$ cat config.mk
export PLATFORM = sky130hd
export DESIGN_NAME = trig_intc
export DESIGN_NICKNAME = d
export VERILOG_FILES = /design/src/rtl/trig_intc_pkg.sv /design/src/rtl/trig_intc_sync.sv /design/src/rtl/trig_intc_datapath.sv /design/src/rtl/trig_intc_ctrl.sv /design/src/rtl/trig_intc.sv
export SDC_FILE = /design/constraint.sdc
export NUM_CORES = 1
export LEC_CHECK = 0
export BUFFER_PORTS_ARGS = -buffer_cell sky130_fd_sc_hd__buf_4
export CAP_MARGIN = 10
export CELL_PAD_IN_SITES_DETAIL_PLACEMENT = 0
export CELL_PAD_IN_SITES_GLOBAL_PLACEMENT = 1
export CORE_UTILIZATION = 44
export CTS_CLUSTER_DIAMETER = 200
export DETAILED_ROUTE_END_ITERATION = 12
export PLACE_DENSITY_LB_ADDON = 0.1
export SETUP_SLACK_MARGIN = 0.02
export SLEW_MARGIN = 25
export SYNTH_ARGS = -nofsm -noshare
export SYNTH_HDL_FRONTEND = slang
export SYNTH_SLANG_ARGS = --single-unit
$ cat constraint.sdc
create_clock -name clk -period 2.45 [get_ports clk]
set_clock_uncertainty 0.15 [all_clocks]
set_input_delay 0.1225 -clock clk [delete_from_list [all_inputs] [get_ports clk]]
set_output_delay 0.1225 -clock clk [all_outputs]
set_load 0.05 [all_outputs]
$ cat src/rtl/trig_intc_pkg.sv
package trig_intc_pkg;
  parameter int BANK_W    = 32;
  parameter int NUM_BANKS = 2;
  localparam int NUM_LINES = BANK_W * NUM_BANKS;

  typedef struct packed {
    logic [NUM_BANKS-1:0] enSet;
    logic [NUM_BANKS-1:0] enClr;
    logic [NUM_BANKS-1:0] softSet;
    logic [NUM_BANKS-1:0] softClr;
    logic [NUM_BANKS-1:0] riseSet;
    logic [NUM_BANKS-1:0] riseClr;
    logic [NUM_BANKS-1:0] fallSet;
    logic [NUM_BANKS-1:0] fallClr;
    logic [NUM_BANKS-1:0] edgeAck;
    logic [BANK_W-1:0]    wdata;
  } ctlStrobes_t;
endpackage

$ cat src/rtl/trig_intc_sync.sv
module trig_intc_sync #(
  parameter int WIDTH  = 64,
  parameter int STAGES = 2
) (
  input  logic             clk,
  input  logic             rstN,
  input  logic [WIDTH-1:0] din,
  output logic [WIDTH-1:0] dout
);
  logic [WIDTH-1:0] stg [STAGES];

  for (genvar i = 0; i < STAGES; i++) begin : g_stage
    always_ff @(posedge clk or negedge rstN) begin
      if (!rstN) stg[i] <= '0;
      else if (i == 0) stg[i] <= din;
      else stg[i] <= stg[(i == 0) ? 0 : i-1];
    end
  end

  assign dout = stg[STAGES-1];
endmodule

$ cat src/rtl/trig_intc_datapath.sv
module trig_intc_datapath
  import trig_intc_pkg::*;
#(
  parameter int SYNC_STAGES = 2
) (
  input  logic                 clk,
  input  logic                 rstN,
  input  logic [NUM_LINES-1:0] irqLines,
  input  ctlStrobes_t          strb,
  output logic [NUM_LINES-1:0] maskedSt,
  output logic [NUM_LINES-1:0] rawSt,
  output logic [NUM_LINES-1:0] edgeSt,
  output logic [NUM_LINES-1:0] edgeRaw,
  output logic [NUM_LINES-1:0] riseCfg,
  output logic [NUM_LINES-1:0] fallCfg,
  output logic                 irqOut
);
  logic [NUM_LINES-1:0] syncQ, prevQ;
  logic [NUM_LINES-1:0] enAll, softAll, riseAll, fallAll, latchAll;
  logic [NUM_LINES-1:0] edgeMode, edgeHit, levelVal, rawLine, pend;

  trig_intc_sync #(.WIDTH(NUM_LINES), .STAGES(SYNC_STAGES)) u_sync (
    .clk(clk), .rstN(rstN), .din(irqLines), .dout(syncQ)
  );

  always_ff @(posedge clk or negedge rstN) begin
    if (!rstN) prevQ <= '0;
    else prevQ <= syncQ;
  end

  // trigger decode: rise^fall selects edge mode; in level mode rise==fall picks polarity
  assign edgeMode = riseAll ^ fallAll;
  assign edgeHit  = (riseAll & ~fallAll & syncQ & ~prevQ)
                  | (~riseAll & fallAll & ~syncQ & prevQ);
  assign levelVal = syncQ ^ riseAll;
  assign rawLine  = (edgeMode & latchAll) | (~edgeMode & levelVal);
  assign pend     = rawLine | softAll;

  assign rawSt    = pend;
  assign maskedSt = pend & enAll;
  assign edgeRaw  = latchAll;
  assign edgeSt   = latchAll & enAll;
  assign riseCfg  = riseAll;
  assign fallCfg  = fallAll;
  assign irqOut   = |maskedSt;

  for (genvar b = 0; b < NUM_BANKS; b++) begin : g_bank
    localparam int LO = b * BANK_W;
    logic [BANK_W-1:0] enQ, softQ, riseQ, fallQ, latchQ;
    logic [BANK_W-1:0] ackMask;

    assign ackMask = strb.edgeAck[b] ? strb.wdata : '0;

    always_ff @(posedge clk or negedge rstN) begin
      if (!rstN) begin
        enQ    <= '0;
        softQ  <= '0;
        riseQ  <= '0;
        fallQ  <= '0;
        latchQ <= '0;
      end else begin
        if (strb.enSet[b])        enQ <= enQ | strb.wdata;
        else if (strb.enClr[b])   enQ <= enQ & ~strb.wdata;
        if (strb.softSet[b])      softQ <= softQ | strb.wdata;
        else if (strb.softClr[b]) softQ <= softQ & ~strb.wdata;
        if (strb.riseSet[b])      riseQ <= riseQ | strb.wdata;
        else if (strb.riseClr[b]) riseQ <= riseQ & ~strb.wdata;
        if (strb.fallSet[b])      fallQ <= fallQ | strb.wdata;
        else if (strb.fallClr[b]) fallQ <= fallQ & ~strb.wdata;
        // a fresh edge in the same cycle as its acknowledge is kept
        latchQ <= (latchQ & ~ackMask) | edgeHit[LO +: BANK_W];
      end
    end

    assign enAll[LO +: BANK_W]    = enQ;
    assign softAll[LO +: BANK_W]  = softQ;
    assign riseAll[LO +: BANK_W]  = riseQ;
    assign fallAll[LO +: BANK_W]  = fallQ;
    assign latchAll[LO +: BANK_W] = latchQ;

    p_enset_bits_r2: assert property (@(posedge clk) disable iff (!rstN)
      strb.enSet[b] |=> ((enQ & $past(strb.wdata)) == $past(strb.wdata)));
    p_enclr_bits_r2: assert property (@(posedge clk) disable iff (!rstN)
      strb.enClr[b] |=> ((enQ & $past(strb.wdata)) == '0));
    p_ack_clears_r9: assert property (@(posedge clk) disable iff (!rstN)
      strb.edgeAck[b] |=> ((latchQ & $past(strb.wdata & ~edgeHit[LO +: BANK_W])) == '0));
    p_latch_only_edge_r7: assert property (@(posedge clk) disable iff (!rstN)
      1'b1 |=> ((latchQ & ~$past(latchQ) & ~$past(edgeMode[LO +: BANK_W])) == '0));
  end

  p_irq_needs_enable_r4: assert property (@(posedge clk) disable iff (!rstN)
    irqOut |-> (|enAll));
endmodule

$ cat src/rtl/trig_intc_ctrl.sv
module trig_intc_ctrl
  import trig_intc_pkg::*;
#(
  parameter int ADDR_W    = 8,
  parameter int CTRL_BASE = 0,
  parameter int EDGE_BASE = 32
) (
  input  logic                 clk,
  input  logic                 rstN,
  input  logic                 busValid,
  input  logic                 busWrite,
  input  logic [ADDR_W-1:0]    busAddr,
  input  logic [BANK_W-1:0]    busWdata,
  input  logic [NUM_LINES-1:0] maskedSt,
  input  logic [NUM_LINES-1:0] rawSt,
  input  logic [NUM_LINES-1:0] edgeSt,
  input  logic [NUM_LINES-1:0] edgeRaw,
  input  logic [NUM_LINES-1:0] riseCfg,
  input  logic [NUM_LINES-1:0] fallCfg,
  output ctlStrobes_t          strb,
  output logic [BANK_W-1:0]    busRdata
);
  localparam int CTRL_STRIDE = 6;
  localparam int EDGE_STRIDE = 8;

  logic              wrAcc;
  logic [BANK_W-1:0] rdNext;

  assign wrAcc = busValid & busWrite;

  always_comb begin
    strb       = '0;
    strb.wdata = busWdata;
    rdNext     = '0;
    for (int b = 0; b < NUM_BANKS; b++) begin
      for (int k = 0; k < CTRL_STRIDE; k++) begin
        if (busAddr == ADDR_W'(CTRL_BASE + CTRL_STRIDE*b + k)) begin
          case (k)
            0: rdNext = maskedSt[b*BANK_W +: BANK_W];
            1: rdNext = rawSt[b*BANK_W +: BANK_W];
            2: strb.enSet[b]   = wrAcc;
            3: strb.enClr[b]   = wrAcc;
            4: strb.softSet[b] = wrAcc;
            default: strb.softClr[b] = wrAcc;
          endcase
        end
      end
      for (int k = 0; k < EDGE_STRIDE; k++) begin
        if (busAddr == ADDR_W'(EDGE_BASE + EDGE_STRIDE*b + k)) begin
          case (k)
            0: rdNext = edgeSt[b*BANK_W +: BANK_W];
            1: begin
              rdNext = edgeRaw[b*BANK_W +: BANK_W];
              strb.edgeAck[b] = wrAcc;
            end
            2: rdNext = riseCfg[b*BANK_W +: BANK_W];
            3: rdNext = fallCfg[b*BANK_W +: BANK_W];
            4: strb.riseSet[b] = wrAcc;
            5: strb.riseClr[b] = wrAcc;
            6: strb.fallSet[b] = wrAcc;
            default: strb.fallClr[b] = wrAcc;
          endcase
        end
      end
    end
  end

  always_ff @(posedge clk or negedge rstN) begin
    if (!rstN) busRdata <= '0;
    else if (busValid && !busWrite) busRdata <= rdNext;
  end

  p_one_strobe_r12: assert property (@(posedge clk) disable iff (!rstN)
    $onehot0({strb.enSet, strb.enClr, strb.softSet, strb.softClr, strb.riseSet,
              strb.riseClr, strb.fallSet, strb.fallClr, strb.edgeAck}));
  p_read_no_strobe_r12: assert property (@(posedge clk) disable iff (!rstN)
    (busValid && !busWrite) |-> ({strb.enSet, strb.enClr, strb.softSet, strb.softClr,
      strb.riseSet, strb.riseClr, strb.fallSet, strb.fallClr, strb.edgeAck} == '0));
endmodule

$ cat src/rtl/trig_intc.sv
module trig_intc
  import trig_intc_pkg::*;
#(
  parameter int ADDR_W      = 8,
  parameter int CTRL_BASE   = 0,
  parameter int EDGE_BASE   = 32,
  parameter int SYNC_STAGES = 2
) (
  input  logic                 clk,
  input  logic                 rstN,
  input  logic                 busValid,
  input  logic                 busWrite,
  input  logic [ADDR_W-1:0]    busAddr,
  input  logic [BANK_W-1:0]    busWdata,
  output logic [BANK_W-1:0]    busRdata,
  input  logic [NUM_LINES-1:0] irqLines,
  output logic                 irqOut
);
  ctlStrobes_t          strb;
  logic [NUM_LINES-1:0] maskedSt, rawSt, edgeSt, edgeRaw, riseCfg, fallCfg;

  trig_intc_ctrl #(.ADDR_W(ADDR_W), .CTRL_BASE(CTRL_BASE), .EDGE_BASE(EDGE_BASE)) u_ctrl (
    .clk(clk), .rstN(rstN), .busValid(busValid), .busWrite(busWrite),
    .busAddr(busAddr), .busWdata(busWdata), .maskedSt(maskedSt), .rawSt(rawSt),
    .edgeSt(edgeSt), .edgeRaw(edgeRaw), .riseCfg(riseCfg), .fallCfg(fallCfg),
    .strb(strb), .busRdata(busRdata)
  );

  trig_intc_datapath #(.SYNC_STAGES(SYNC_STAGES)) u_dp (
    .clk(clk), .rstN(rstN), .irqLines(irqLines), .strb(strb),
    .maskedSt(maskedSt), .rawSt(rawSt), .edgeSt(edgeSt), .edgeRaw(edgeRaw),
    .riseCfg(riseCfg), .fallCfg(fallCfg), .irqOut(irqOut)
  );
endmodule

==> summary.md <==
| Metric | Value |
|---|---|
| Status | finished, violations left |
| Failing checks | setup timing |
| R2R depth | 9 |
| Slowest CP cell | or4_4 |
| Post-Syn Area | roughly 27000 sq um |
| Ys async rst share | 1.000 |
| RSZ-0062 raised after global routing | true |
| Post-synth EDFFs | 0 |
| Synthesis-stage register bit count | about 540 |
| Pwr/cell area | roughly 620 nW/um^2 |
| Finish-stage setup viols | 1 |
| Period Utilization, post-route | 1.451 |
| Crit Path Max Fanout | 3 |
| Effective utilization at floorplan | 0.4448 |
| H-tree depth | 2 |
| Cells after synthesis | roughly 2700 |
| Final WS setup | -1.105 ns |
| Final std cells w/o fill | between 4000 and 5000 |
| Peak supply drop | about 0.58 mV |
| Clk pin slew, worst setup/hold paths | approximately 0.060 ns |
| Crit. End Element | primary output |
| First-pass GRT wire length | about 140 mm |
| PortBufs | between 100 and 150 |
| Via density | ~5.6 |
| Mapped Avg Cell Area | about 10 sq um |
| Tmin final | about 3.6 ns |
| Clk root buf | clkbuf_16 |
| Hold Crit Class | in -> reg |
| CORE AREA | a little over 60000 sq um |
| CP Buf/Inv Count | 4 |
| Detailed router's first-iteration violation count | roughly 2200 |
| Setup Crit Path Kind | reg -> out |
| Worst Path Required | between 2 and 2.5 ns |
| GR Util All Layers | 0.3013 |
| GP Congestion | slightly above 0.9 |
| Final hold vios | 0 |
| Layout Nets | between 3000 and 4000 |
| Largest net degree at the start of global routing | between 60 and 70 |
| Final WL | 95.02 mm |
| CP endpoint | irqOut |
| Fill count | between 5000 and 6000 |
| CP Cell Sequence | inv_1 -> ha_1 -> inv_1 -> o311ai_0 -> buf_4 -> and4_1 -> nand4_1 -> or4_4 -> buf_6 |
| Die Width | 251.5 um |
| CP startpoint kind | register |
| Overflow after GRT | 0 |
| I/O pin count | between 100 and 150 |
| CP peak stage delay | between 0.6 and 0.7 ns |
| Slew of the pin with the lowest slew margin | ~1.0 ns |
| CP dominant cell by count | inv_1 |
| Top FF cell, synth | dfrtp_1 |
| Rel. slew slack | 0.3062 |
| Net Count, Synth | a little under 3000 |
| F_max | approximately 280 MHz |
| Final Util | 0.5989 |
| Initial antenna violation count | 5 |
| Share of the yosys chip area belonging to registers | 0.4968 |
| Max Cap Violations | 0 |
| Flop2flop setup slack | ~0.17 ns |
| TNS Setup | -1.105 ns |
| R2r endpoint | u_ctrl.busRdata[20] |
| Setup Buffers After CTS | 0 |
| Avg WL per Cell | roughly 22 um |
| Critical Path Stages | 9 |
| CTS Sinks | about 540 |
| DIE HEIGHT | 251.5 um |
| Worst skew pair latency | approximately 0.63 ns |
| Row count | between 90 and 100 |
| CTS tree | built |
| Synth unique cells | 69 |
| Synth warn | 0 |
| Clk buf depth | 3 |
| CP delay by family, top | simple AND/OR/NAND/NOR gates |
| DRC errors left | 0 |
| Final total power | around 23 mW |
| Area growth from synthesis to layout | 34.63% |
| Dpl hpwl | ~63 mm |
| Final Slew Violations | 0 |
| Total CTS buffers | between 60 and 70 |
| Leak | between 15 and 20 nW |
| Via Count | roughly 24000 |
| Die Area | about 63000 sq um |
| Vias in the first global route | 24110 |
| Fraction of layout cells with a size suffix above 1 | 0.2465 |
| Placed Instances | roughly 4000 |
| Drt first pass iters | 6 |
| Worst path arrival time | between 3 and 4 ns |
| Antenna-violating nets left | 0 |
-- layer usage --
metal | up-vias | wire length, um | global-route usage
met1 | 12062 | 43010 | 0.4241
met5 | - | 12 | 0
li1 | 10970 | - | -
met3 | 128 | 5646 | 0.04096
met4 | 2 | 2151 | 0.08432
met2 | 719 | 44200 | 0.4860
-- final cells by class --
class / count / area (sq um) / area share
clock inverters: 23 / 375.4 / 0.01018
repair buffers: 749 / 6536 / 0.1772
inverters: 212 / 797.0 / 0.02161
well taps: 837 / 1047 / 0.02839
flip-flops and latches: 544 / 13610 / 0.3690
multi-input cells: 1816 / 12640 / 0.3427
clock buffers: 92 / 1876 / 0.05084
diodes: 1 / 2.502 / 0.00006784
-- synthesized netlist by cell type (21+ instances only) --
library cell / n / area share
a211oi_1: 72 / 0.020
a21o_1: 34 / 0.0093
a21oi_1: 105 / 0.019
a222oi_1: 22 / 0.0080
a31oi_1: 55 / 0.013
buf_2: 39 / 0.0071
clkbuf_1: 107 / 0.015
dfrtp_1: 544 / 0.50
ha_1: 128 / 0.058
inv_1: 210 / 0.029
mux2_1: 27 / 0.011
mux2_2: 87 / 0.036
mux2i_1: 86 / 0.031
nand2_1: 505 / 0.069
nand3b_1: 30 / 0.0082
nor2_1: 61 / 0.0084
nor2b_1: 41 / 0.0094
nor3_1: 37 / 0.0068
o211ai_1: 30 / 0.0082
o21a_1: 26 / 0.0071
o21ai_0: 53 / 0.0097
o21ai_1: 46 / 0.0084
o22ai_1: 95 / 0.022
o311ai_0: 24 / 0.0077
or3_1: 31 / 0.0071
xnor2_1: 21 / 0.0067
xor2_1: 43 / 0.014
-- worst min-delay path by stage --
| stage | endpoint | depth (start not counted) | slack (ns) | startpoint |
|---|---|---|---|---|
| floorplan | asynchronous set/reset pin | 0 | -0.32 | rstN |
| detailed placement | u_dp.u_sync.dout[40] | 1 | -0.03 | rstN |
| global route | u_dp.u_sync.stg[67] | 2 | 0.03 | irqLines[3] |
| finish | u_dp.u_sync.stg[68] | 2 | 0.04 | irqLines[4] |
| global placement | u_dp.u_sync.stg[102] | 1 | -0.04 | rstN |
| CTS | u_dp.u_sync.stg[68] | 2 | 0.003 | irqLines[4] |
-- power breakdown --
group          internal [mW]  switching [mW]
combinational           1.34            1.44
clock                   6.30            3.88
sequential              9.44           0.321
-- through the flow --
step	instance area, sq um	hold slack [ns]	setup WS [ns]
after floorplan	27590	-0.3231	-0.1204
after global placement	32880	-0.03636	-0.6120
after detailed placement	32880	-0.03405	-0.7571
after CTS	36850	0.003104	-1.152
after global routing	36890	0.03183	-1.174
final	36890	0.03514	-1.105
-- logic make-up after synthesis --
logic type / share of synthesized area
AO/OA/AOI/OAI: 0.1706
XOR/XNOR: 0.02046
adder cells (fa/ha/maj): 0.05845
buffers and inverters: 0.05288
flip-flops: 0.4968
multiplexers: 0.07827
AND/OR/NAND/NOR: 0.1225
-- worst reg2reg max path, stage by stage, from the launching register on --
cell and delay [ns]:
dfrtp_1 0.36, inv_1 0.05, ha_1 0.30, buf_4 0.14, buf_4 0.12, nor2_1 0.07
a21oi_1 0.05, o221a_2 0.23, nor3_1 0.51, o21ai_1 0.14
-- cells in the final DEF (no fill, tap or decap), drive strengths merged, types with 55 or more instances in the layout --
cell type / instances
clkbuf: 92
nand2: 505
dfrtp: 544
dlygate4sd3: 166
a21oi: 105
ha: 128
o21ai: 99
a211oi: 73
mux2i: 86
a31oi: 55
nor2: 61
mux2: 114
o22ai: 95
buf: 583
inv: 212
-- timing repair --
action                     in CTS  in global routing
hold buffers                  167                  0
resized for setup               6                 11
pin swaps                       0                  2
setup endpoints to repair       1                  1
hold endpoints to repair      936                  0
Power figures use the tool's default switching activity.
